**src/rtl/ctl_dec_pkg.sv**
```systemverilog
// Package: shared encodings for the single-cycle control decoder.
// Assumes the 32-bit base integer instruction layout.
package ctl_dec_pkg;

    localparam int OPC_W = 7;
    localparam int F3_W  = 3;
    localparam int FN_W  = 4;
    localparam int IK_W  = 3;
    localparam int WB_W  = 2;
    localparam int PC_W  = 2;

    localparam logic [OPC_W-1:0] OPC_ALU_RR = 7'b0110011;
    localparam logic [OPC_W-1:0] OPC_ALU_RI = 7'b0010011;
    localparam logic [OPC_W-1:0] OPC_LOAD   = 7'b0000011;
    localparam logic [OPC_W-1:0] OPC_STORE  = 7'b0100011;
    localparam logic [OPC_W-1:0] OPC_BRANCH = 7'b1100011;
    localparam logic [OPC_W-1:0] OPC_JAL    = 7'b1101111;
    localparam logic [OPC_W-1:0] OPC_JALR   = 7'b1100111;

    localparam logic [F3_W-1:0] F3_WORD = 3'b010;

    typedef enum logic [FN_W-1:0] {
        FN_ADD = 4'd0, FN_SUB = 4'd1, FN_SLL = 4'd2, FN_SLT = 4'd3,
        FN_SLTU = 4'd4, FN_XOR = 4'd5, FN_SRL = 4'd6, FN_SRA = 4'd7,
        FN_OR = 4'd8, FN_AND = 4'd9
    } alu_fn_e;

    typedef enum logic [IK_W-1:0] {
        IMM_I = 3'd0, IMM_S = 3'd1, IMM_B = 3'd2, IMM_U = 3'd3, IMM_J = 3'd4
    } imm_kind_e;

    typedef enum logic [WB_W-1:0] {
        WB_ALU = 2'd0, WB_MEM = 2'd1, WB_PC = 2'd2
    } wb_src_e;

    typedef enum logic [PC_W-1:0] {
        PC_SEQ = 2'd0, PC_BR = 2'd1, PC_RIND = 2'd2, PC_JABS = 2'd3
    } pc_src_e;

    typedef enum logic [2:0] {
        CL_ALU_RR, CL_ALU_RI, CL_LOAD, CL_STORE,
        CL_BRANCH, CL_JAL, CL_JALR, CL_NONE
    } iclass_e;

endpackage

```
**src/rtl/ctl_opclass.sv**
```systemverilog
// Module: sorts an instruction into a supported class, or CL_NONE.
// Assumes: funct3 qualifies loads/stores (width), branches and the
// indirect jump; WORD_ONLY restricts memory accesses to full words.
module ctl_opclass
    import ctl_dec_pkg::*;
#(
    parameter bit WORD_ONLY = 1'b1
) (
    input  logic [OPC_W-1:0] opcode,
    input  logic [F3_W-1:0]  funct3,
    output iclass_e          cls
);

    logic width_ok;
    logic br_code_ok;

    // Width qualifier for memory accesses, chosen by the build variant.
    generate
        if (WORD_ONLY) begin : g_word_only
            assign width_ok = (funct3 == F3_WORD);
        end else begin : g_any_width
            assign width_ok = 1'b1;
        end
    endgenerate

    // Branch codes 010 and 011 have no compare defined.
    assign br_code_ok = (funct3[2:1] != 2'b01);

    // Opcode to class, with the funct3 qualifiers applied.
    always_comb begin
        case (opcode)
            OPC_ALU_RR: cls = CL_ALU_RR;
            OPC_ALU_RI: cls = CL_ALU_RI;
            OPC_LOAD:   cls = width_ok ? CL_LOAD : CL_NONE;
            OPC_STORE:  cls = width_ok ? CL_STORE : CL_NONE;
            OPC_BRANCH: cls = br_code_ok ? CL_BRANCH : CL_NONE;
            OPC_JAL:    cls = CL_JAL;
            OPC_JALR:   cls = (funct3 == '0) ? CL_JALR : CL_NONE;
            default:    cls = CL_NONE;
        endcase
    end

endmodule

```
**src/rtl/ctl_alufn.sv**
```systemverilog
// Module: ALU operation select over three paths: instruction fields
// (ALU classes), opcode-derived (branch compare), forced add (others).
// Assumes bit 30 is meaningful only for sub and arithmetic shift.
module ctl_alufn
    import ctl_dec_pkg::*;
(
    input  iclass_e         cls,
    input  logic [F3_W-1:0] funct3,
    input  logic            funct7_b30,
    output alu_fn_e         fn
);

    alu_fn_e fn_field;
    alu_fn_e fn_opc;
    logic    sub_ok;

    // Only the register-register form may turn add into sub.
    assign sub_ok = (cls == CL_ALU_RR) && funct7_b30;

    // Field path: funct3 plus bit 30.
    always_comb begin
        case (funct3)
            3'b000:  fn_field = sub_ok ? FN_SUB : FN_ADD;
            3'b001:  fn_field = FN_SLL;
            3'b010:  fn_field = FN_SLT;
            3'b011:  fn_field = FN_SLTU;
            3'b100:  fn_field = FN_XOR;
            3'b101:  fn_field = funct7_b30 ? FN_SRA : FN_SRL;
            3'b110:  fn_field = FN_OR;
            default: fn_field = FN_AND;
        endcase
    end

    // Opcode path: branches compare by subtraction.
    assign fn_opc = (cls == CL_BRANCH) ? FN_SUB : FN_ADD;

    // Path select by class; every other class gets the forced add.
    always_comb begin
        case (cls)
            CL_ALU_RR, CL_ALU_RI: fn = fn_field;
            CL_BRANCH:            fn = fn_opc;
            default:              fn = FN_ADD;
        endcase
    end

endmodule

```
**src/rtl/ctl_hardwired_decoder.sv**
```systemverilog
// Module: top of the single-cycle control decoder. Fully combinational,
// since all architectural state updates on the edge ending the cycle.
// Assumes br_taken is already resolved for the current instruction.
module ctl_hardwired_decoder
    import ctl_dec_pkg::*;
#(
    parameter bit WORD_ONLY = 1'b1
) (
    input  logic [OPC_W-1:0] opcode,
    input  logic [F3_W-1:0]  funct3,
    input  logic             funct7_b30,
    input  logic             br_taken,
    output logic [IK_W-1:0]  imm_kind,
    output logic             op2_imm,
    output logic [FN_W-1:0]  alu_fn,
    output logic             mem_we,
    output logic             rf_we,
    output logic [WB_W-1:0]  wb_src,
    output logic             link_x1,
    output logic [PC_W-1:0]  pc_src,
    output logic             illegal
);

    iclass_e   cls;
    alu_fn_e   fn;
    imm_kind_e ik;
    wb_src_e   wb;
    pc_src_e   pcs;

    ctl_opclass #(.WORD_ONLY(WORD_ONLY)) u_opclass (
        .opcode (opcode),
        .funct3 (funct3),
        .cls    (cls)
    );

    ctl_alufn u_alufn (
        .cls        (cls),
        .funct3     (funct3),
        .funct7_b30 (funct7_b30),
        .fn         (fn)
    );

    // Control table: one row per class; defaults form the safe no-op row.
    always_comb begin
        ik      = IMM_I;
        op2_imm = 1'b0;
        mem_we  = 1'b0;
        rf_we   = 1'b0;
        wb      = WB_ALU;
        link_x1 = 1'b0;
        pcs     = PC_SEQ;
        illegal = 1'b0;
        case (cls)
            CL_ALU_RR: begin
                rf_we = 1'b1;
            end
            CL_ALU_RI: begin
                op2_imm = 1'b1;
                rf_we   = 1'b1;
            end
            CL_LOAD: begin
                op2_imm = 1'b1;
                rf_we   = 1'b1;
                wb      = WB_MEM;
            end
            CL_STORE: begin
                ik      = IMM_S;
                op2_imm = 1'b1;
                mem_we  = 1'b1;
            end
            CL_BRANCH: begin
                ik  = IMM_B;
                pcs = br_taken ? PC_BR : PC_SEQ;
            end
            CL_JAL: begin
                ik      = IMM_J;
                rf_we   = 1'b1;
                wb      = WB_PC;
                link_x1 = 1'b1;
                pcs     = PC_JABS;
            end
            CL_JALR: begin
                op2_imm = 1'b1;
                rf_we   = 1'b1;
                wb      = WB_PC;
                pcs     = PC_RIND;
            end
            default: begin
                illegal = 1'b1;
            end
        endcase
    end

    assign imm_kind = ik;
    assign alu_fn   = fn;
    assign wb_src   = wb;
    assign pc_src   = pcs;

endmodule

```
**config.mk**
```make
export PLATFORM = sky130hd
export DESIGN_NAME = ctl_hardwired_decoder
export DESIGN_NICKNAME = d
export VERILOG_FILES = /design/src/rtl/ctl_dec_pkg.sv /design/src/rtl/ctl_opclass.sv /design/src/rtl/ctl_alufn.sv /design/src/rtl/ctl_hardwired_decoder.sv
export SDC_FILE = /design/constraint.sdc
export NUM_CORES = 1
export LEC_CHECK = 0
export BUFFER_PORTS_ARGS = -buffer_cell sky130_fd_sc_hd__buf_2
export CORE_UTILIZATION = 30
export DETAILED_ROUTE_END_ITERATION = 7
export GPL_TIMING_DRIVEN = 0
export MAX_ROUTING_LAYER = met4
export SYNTH_ARGS = -nofsm -noshare
export SYNTH_HDL_FRONTEND = slang
export SYNTH_SLANG_ARGS = --single-unit
```
**constraint.sdc**
```tcl
create_clock -name vclk -period 3.19
set_clock_uncertainty 0.15 [all_clocks]
set_input_delay 0.1595 -clock vclk [all_inputs]
set_output_delay 0.1595 -clock vclk [all_outputs]
set_load 0.02 [all_outputs]
```
Word-level counts from Yosys, hierarchy flattened
Cells that the tools add are included.
{"block": "word_totals", "wordCells": 46, "output_inout_bits": 16, "ff_bits": 0}
{"block": "op_classes", "n_reduce_logical": 8, "muxes": 18, "n_eq_ne": 20}
{"cell": "case mux 4 bit (7 select lines)", "n": 1}
{"cell": "== test 7 bit, second input constant", "n": 3}
{"cell": "case mux 3 bit (7 select lines)", "n": 1}
{"cell": "== test 3 bit, second input constant", "n": 6}
{"cell": "== test 7 x 6 -> 1 bit, second input constant", "n": 2}
{"cell": "== test 3 x 2 -> 1 bit, second input constant", "n": 4}
{"cell": "2-to-1 mux 1 bit", "n": 9}
{"cell": "case mux 3 bit (3 select lines)", "n": 1}
{"cell": "case mux 4 bit (2 select lines)", "n": 1}
{"cell": "== test 7 x 2 -> 1 bit, second input constant", "n": 1}
{"cell": "== test 7 x 5 -> 1 bit, second input constant", "n": 1}
{"cell": "OR reduction 7 bit", "n": 1}
{"cell": "== test 3 x 1 -> 1 bit, second input constant", "n": 2}
{"cell": "logical NOT 3 bit", "n": 2}
{"cell": "2-to-1 mux 3 bit", "n": 2}
{"cell": "case mux 2 bit (3 select lines)", "n": 1}
{"cell": "OR reduction 5 bit", "n": 1}
{"cell": "case mux 2 bit (2 select lines)", "n": 1}
{"cell": "OR reduction 2 bit", "n": 2}
{"cell": "OR reduction 4 bit", "n": 1}
{"cell": "2-to-1 mux 2 bit", "n": 1}
{"cell": "inequality test 2 x 1 -> 1 bit, second input constant", "n": 1}
{"cell": "logical AND 1 bit", "n": 1}

Logic depth before layout (Yosys ltp)
{"block": "logic_depth", "word_depth": 8, "depth_mapped": 9}

By module
Synthesis repeated with hierarchy kept, for this count alone.
{"block": "hier_totals", "cells_unflattened": 52, "area_unflattened_um2": 335.3}
{"module": "ctl_hardwired_decoder", "instances": 1, "cells_each": 19, "area_per_inst_um2": 116.4}
{"module": "ctl_opclass", "instances": 1, "cells_each": 17, "area_per_inst_um2": 113.9}
{"module": "ctl_alufn", "instances": 1, "cells_each": 16, "area_per_inst_um2": 105.1}

Least setup slack after synthesis
Ideal clock, no wire load.
{"block": "synth_path", "path_type": "input -> output", "startpoint": "input port opcode[6]", "endpoint": "output port illegal", "t_arrival_ns": 2.303, "cell_stages": 8, "required_ns": 2.880, "n_path_buf": 1, "slack_ns": 0.577, "cell_sequence": "or4_1 > buf_2 > a2bb2oi_1 > and2b_2 > inv_1 > ha_1 > and2_1 > nor4_1"}
{"block": "synth_via", "elab_chain_cells": 5, "word_cells_on_any_way": 17, "cone_classes": "eq/ne: 13; mux: 2; reduce/logical: 2"}
{"item": "start, declared", "line": "ctl_hardwired_decoder.sv:9", "source": "input logic [OPC_W-1:0] opcode,"}
{"item": "== test 7 bit (tied with other cells)", "line": "ctl_opclass.sv:31", "source": "case (opcode)"}
{"item": "case mux 3 bit (7 select lines) *", "line": "ctl_opclass.sv:31"}
{"item": "== test 3 bit (tied with other cells)", "line": "ctl_hardwired_decoder.sv:53", "source": "case (cls)"}
{"item": "OR reduction 7 bit (no line) *"}
{"item": "2-to-1 mux 1 bit *", "line": "ctl_hardwired_decoder.sv:53"}
{"item": "end, declared", "line": "ctl_hardwired_decoder.sv:21", "source": "output logic illegal"}
Every way passes the cells marked *; elsewhere a longest branch is shown, timed or not.

Final worst setup path
{"block": "layout_path", "startpoint": "input port opcode[6]", "endpoint": "output port alu_fn[1]"}
{"block": "layout_via", "elab_chain_cells": 5, "word_cells_on_any_way": 13, "cone_classes": "eq/ne: 9; mux: 2; reduce/logical: 2"}
{"item": "== test 7 bit (tied with other cells)", "line": "ctl_opclass.sv:31"}
{"item": "case mux 3 bit (7 select lines) *", "line": "ctl_opclass.sv:31"}
{"item": "== test 3 x 1 -> 1 bit or logical NOT 3 bit (tied branches)", "line": "ctl_alufn.sv:39", "source": "case (cls)"}
{"item": "OR reduction 2 bit", "line": "ctl_alufn.sv:39"}
{"item": "case mux 4 bit (2 select lines) *", "line": "ctl_alufn.sv:39"}
{"item": "end, declared", "line": "ctl_hardwired_decoder.sv:15", "source": "output logic [FN_W-1:0] alu_fn,"}
Marks and branches as above.

==> flow_summary.yaml <==
outcome:
  status: "finished clean"
placement:
  io_buffers: 28
  placed_area_sq_um: 557
  gp_congestion: 0.724
  dp_cells: 107
  hpwlAfterDp_um: 860
setup_path:
  arrival_ns: 2.16
  crit_required_ns: 2.88
  end_kind: "primary output"
  criticalPathCategory: "input port to primary output"
  startpoint_type: "input port"
  cp_max_fo: 7
yosys:
  netlist.area_leader.share_pct: 15.7
  synth_cells: 65
  synth_nets: 82
  syn_area_sq_um: 399
  synth.largest_area_cell: "ha_1"
  yosys_warnings: 0
  ys_seq_area_share_pct: 0
  synthTopCellsByArea: "ha_1 16%, nor2_1 11%, nand2_1 8.5%, a21oi_1 6.3%, nor2b_1 6.3%"
  synth.avg_cell_area_sq_um: 6.14
  synthDistinctLibCells: 26
finish:
  layout-drive-gt1-share_pct: 37.6
  num-clock-buffers: 0
  ff_latch_area_sq_um: 0
  final_cell_mix: "30 x buf_2, 12 x nor2_1, 9 x nand2_1"
  antenna_cells: 0
  area_delta_synth_final_pct: 39.5
  nets: 112
  nFillCells: 139
  final_common_cell: "buf_2"
  final_area_sq_um: 557
  n_sequential_cell: 0
  layout.cells.non_filler: 107
grt:
  track_usage_pct: 14.2
  antenna_found_initial: 0
  gr-total-overflow: 0
  grt_max_degree: 11
  grt_pass1_vias: 390
  grt_first_pass_wirelength_mm: 1.57
die:
  rows: 12
  start_util_pct: 34.1
  dieArea_sq_um: 1480
  io_pins: 28
  design.core.area_sq_um: 1170
  die_x_um: 38.5
  die_h_um: 38.5
timing:
  final_max_slew_viol_count: 0
  worstMarginPinSlew_ns: 0.319
  min_period_ns: 2.47
  setup_violations: 0
  timing.final.crit_share_pct: 77.4
  relSlewSlack_pct: 78.6
  final.setup.tns_ns: 0
  max_freq_mhz: 405
  finalHoldViolCount: 0
  rsz0062_at_grt: "no"
routing:
  viasPerCell: 4.98
  wl_per_cell_um: 9.86
  first_pass_iters: 4
  vias: 533
  routed_wl_mm: 1.06
  drt_iter0_markers: 10
  ant_nets: 0
  drcViolationCount: 0
clock_tree:
  cts_hold_buffers: 0
  cts_resized: 0
  cts_setup_buffers: 0
power_and_ir_drop:
  power_leakage_nw: 0.320
  peakVddDrop_mv: 0.0284
  p_per_area_nw_per_um2: 77.0
hold_path:
  hold_depth: 4
  hold_path.class: "input port to primary output"
job:
  drv_cap: 0
==> report_power, final <==
group          switching, mW  total (mW)  internal (mW)
sequential                 0           0              0
combinational         0.0251      0.0429         0.0178
clock                      0           0              0
==> logic make-up after synthesis <==
| kind of cell | share of synthesized area [%] |
|---|---|
| fa+ha+maj | 15.7 |
| compound gates | 30.4 |
| simple gates | 47.6 |
| buf+inv | 6.27 |
==> through the flow <==
stage / worst slack [ns] / power [mW] / util [%] / hold slack (ns)
floorplan: 0.577 / 0.0242 / - / 0.291
global placement: 0.718 / 0.0425 / 47.5 / 0.516
detailed placement: 0.722 / 0.0428 / 47.5 / 0.521
CTS: 0.720 / 0.0430 / 47.5 / 0.521
global route: 0.576 / 0.0478 / 47.5 / 0.548
finish: 0.720 / 0.0429 / 47.5 / 0.517
==> Yosys cell counts <==
master     count
nor3_1         1
and2b_1        1
a21oi_1        5
nor4_1         1
buf_2          2
o31ai_1        2
inv_1          2
o21ai_0        2
nor2b_1        4
a2111o_1       1
nand3_1        1
and2_1         2
nor2_1        12
and2b_2        2
a311o_2        1
o21ai_1        1
or4_1          1
ha_1           5
or3_1          2
nand2_1        9
and3_1         2
buf_4          1
o2bb2ai_1      2
o31a_2         1
a2bb2oi_1      1
o21bai_1       1
==> critical path, cell delays in order <==
cell and delay, ns:
buf_2 0.12, or4_1 0.50, buf_2 0.17, a2bb2oi_1 0.18
nor2_1 0.14, o31a_2 0.19, ha_1 0.28, o21ai_1 0.13
a21oi_1 0.12, buf_2 0.17
==> worst paths after layout <==
kind | startpoint | endpoint | slack (ns)
max | opcode[6] | alu_fn[1] | 0.72
min | funct3[2] | alu_fn[3] | 0.52
==> cell type report <==
cell class / count / area (sq um) / share of cell area [%]
multi-input combinational: 60 / 374 / 67.2
timing repair buffer: 28 / 140 / 25.2
buffer: 3 / 17.5 / 3.15
tap: 14 / 17.5 / 3.15
inverter: 2 / 7.51 / 1.35
==> routing by layer <==
layer / GRT usage (%) / vias to the layer above / wire, um
li1: - / 286 / -
met5: - / - / 0
met3: 0.581 / 0 / 35
met2: 25.0 / 9 / 502
met4: 0 / 0 / 0
met1: 19.2 / 238 / 517
Power figures use the tool's default switching activity.
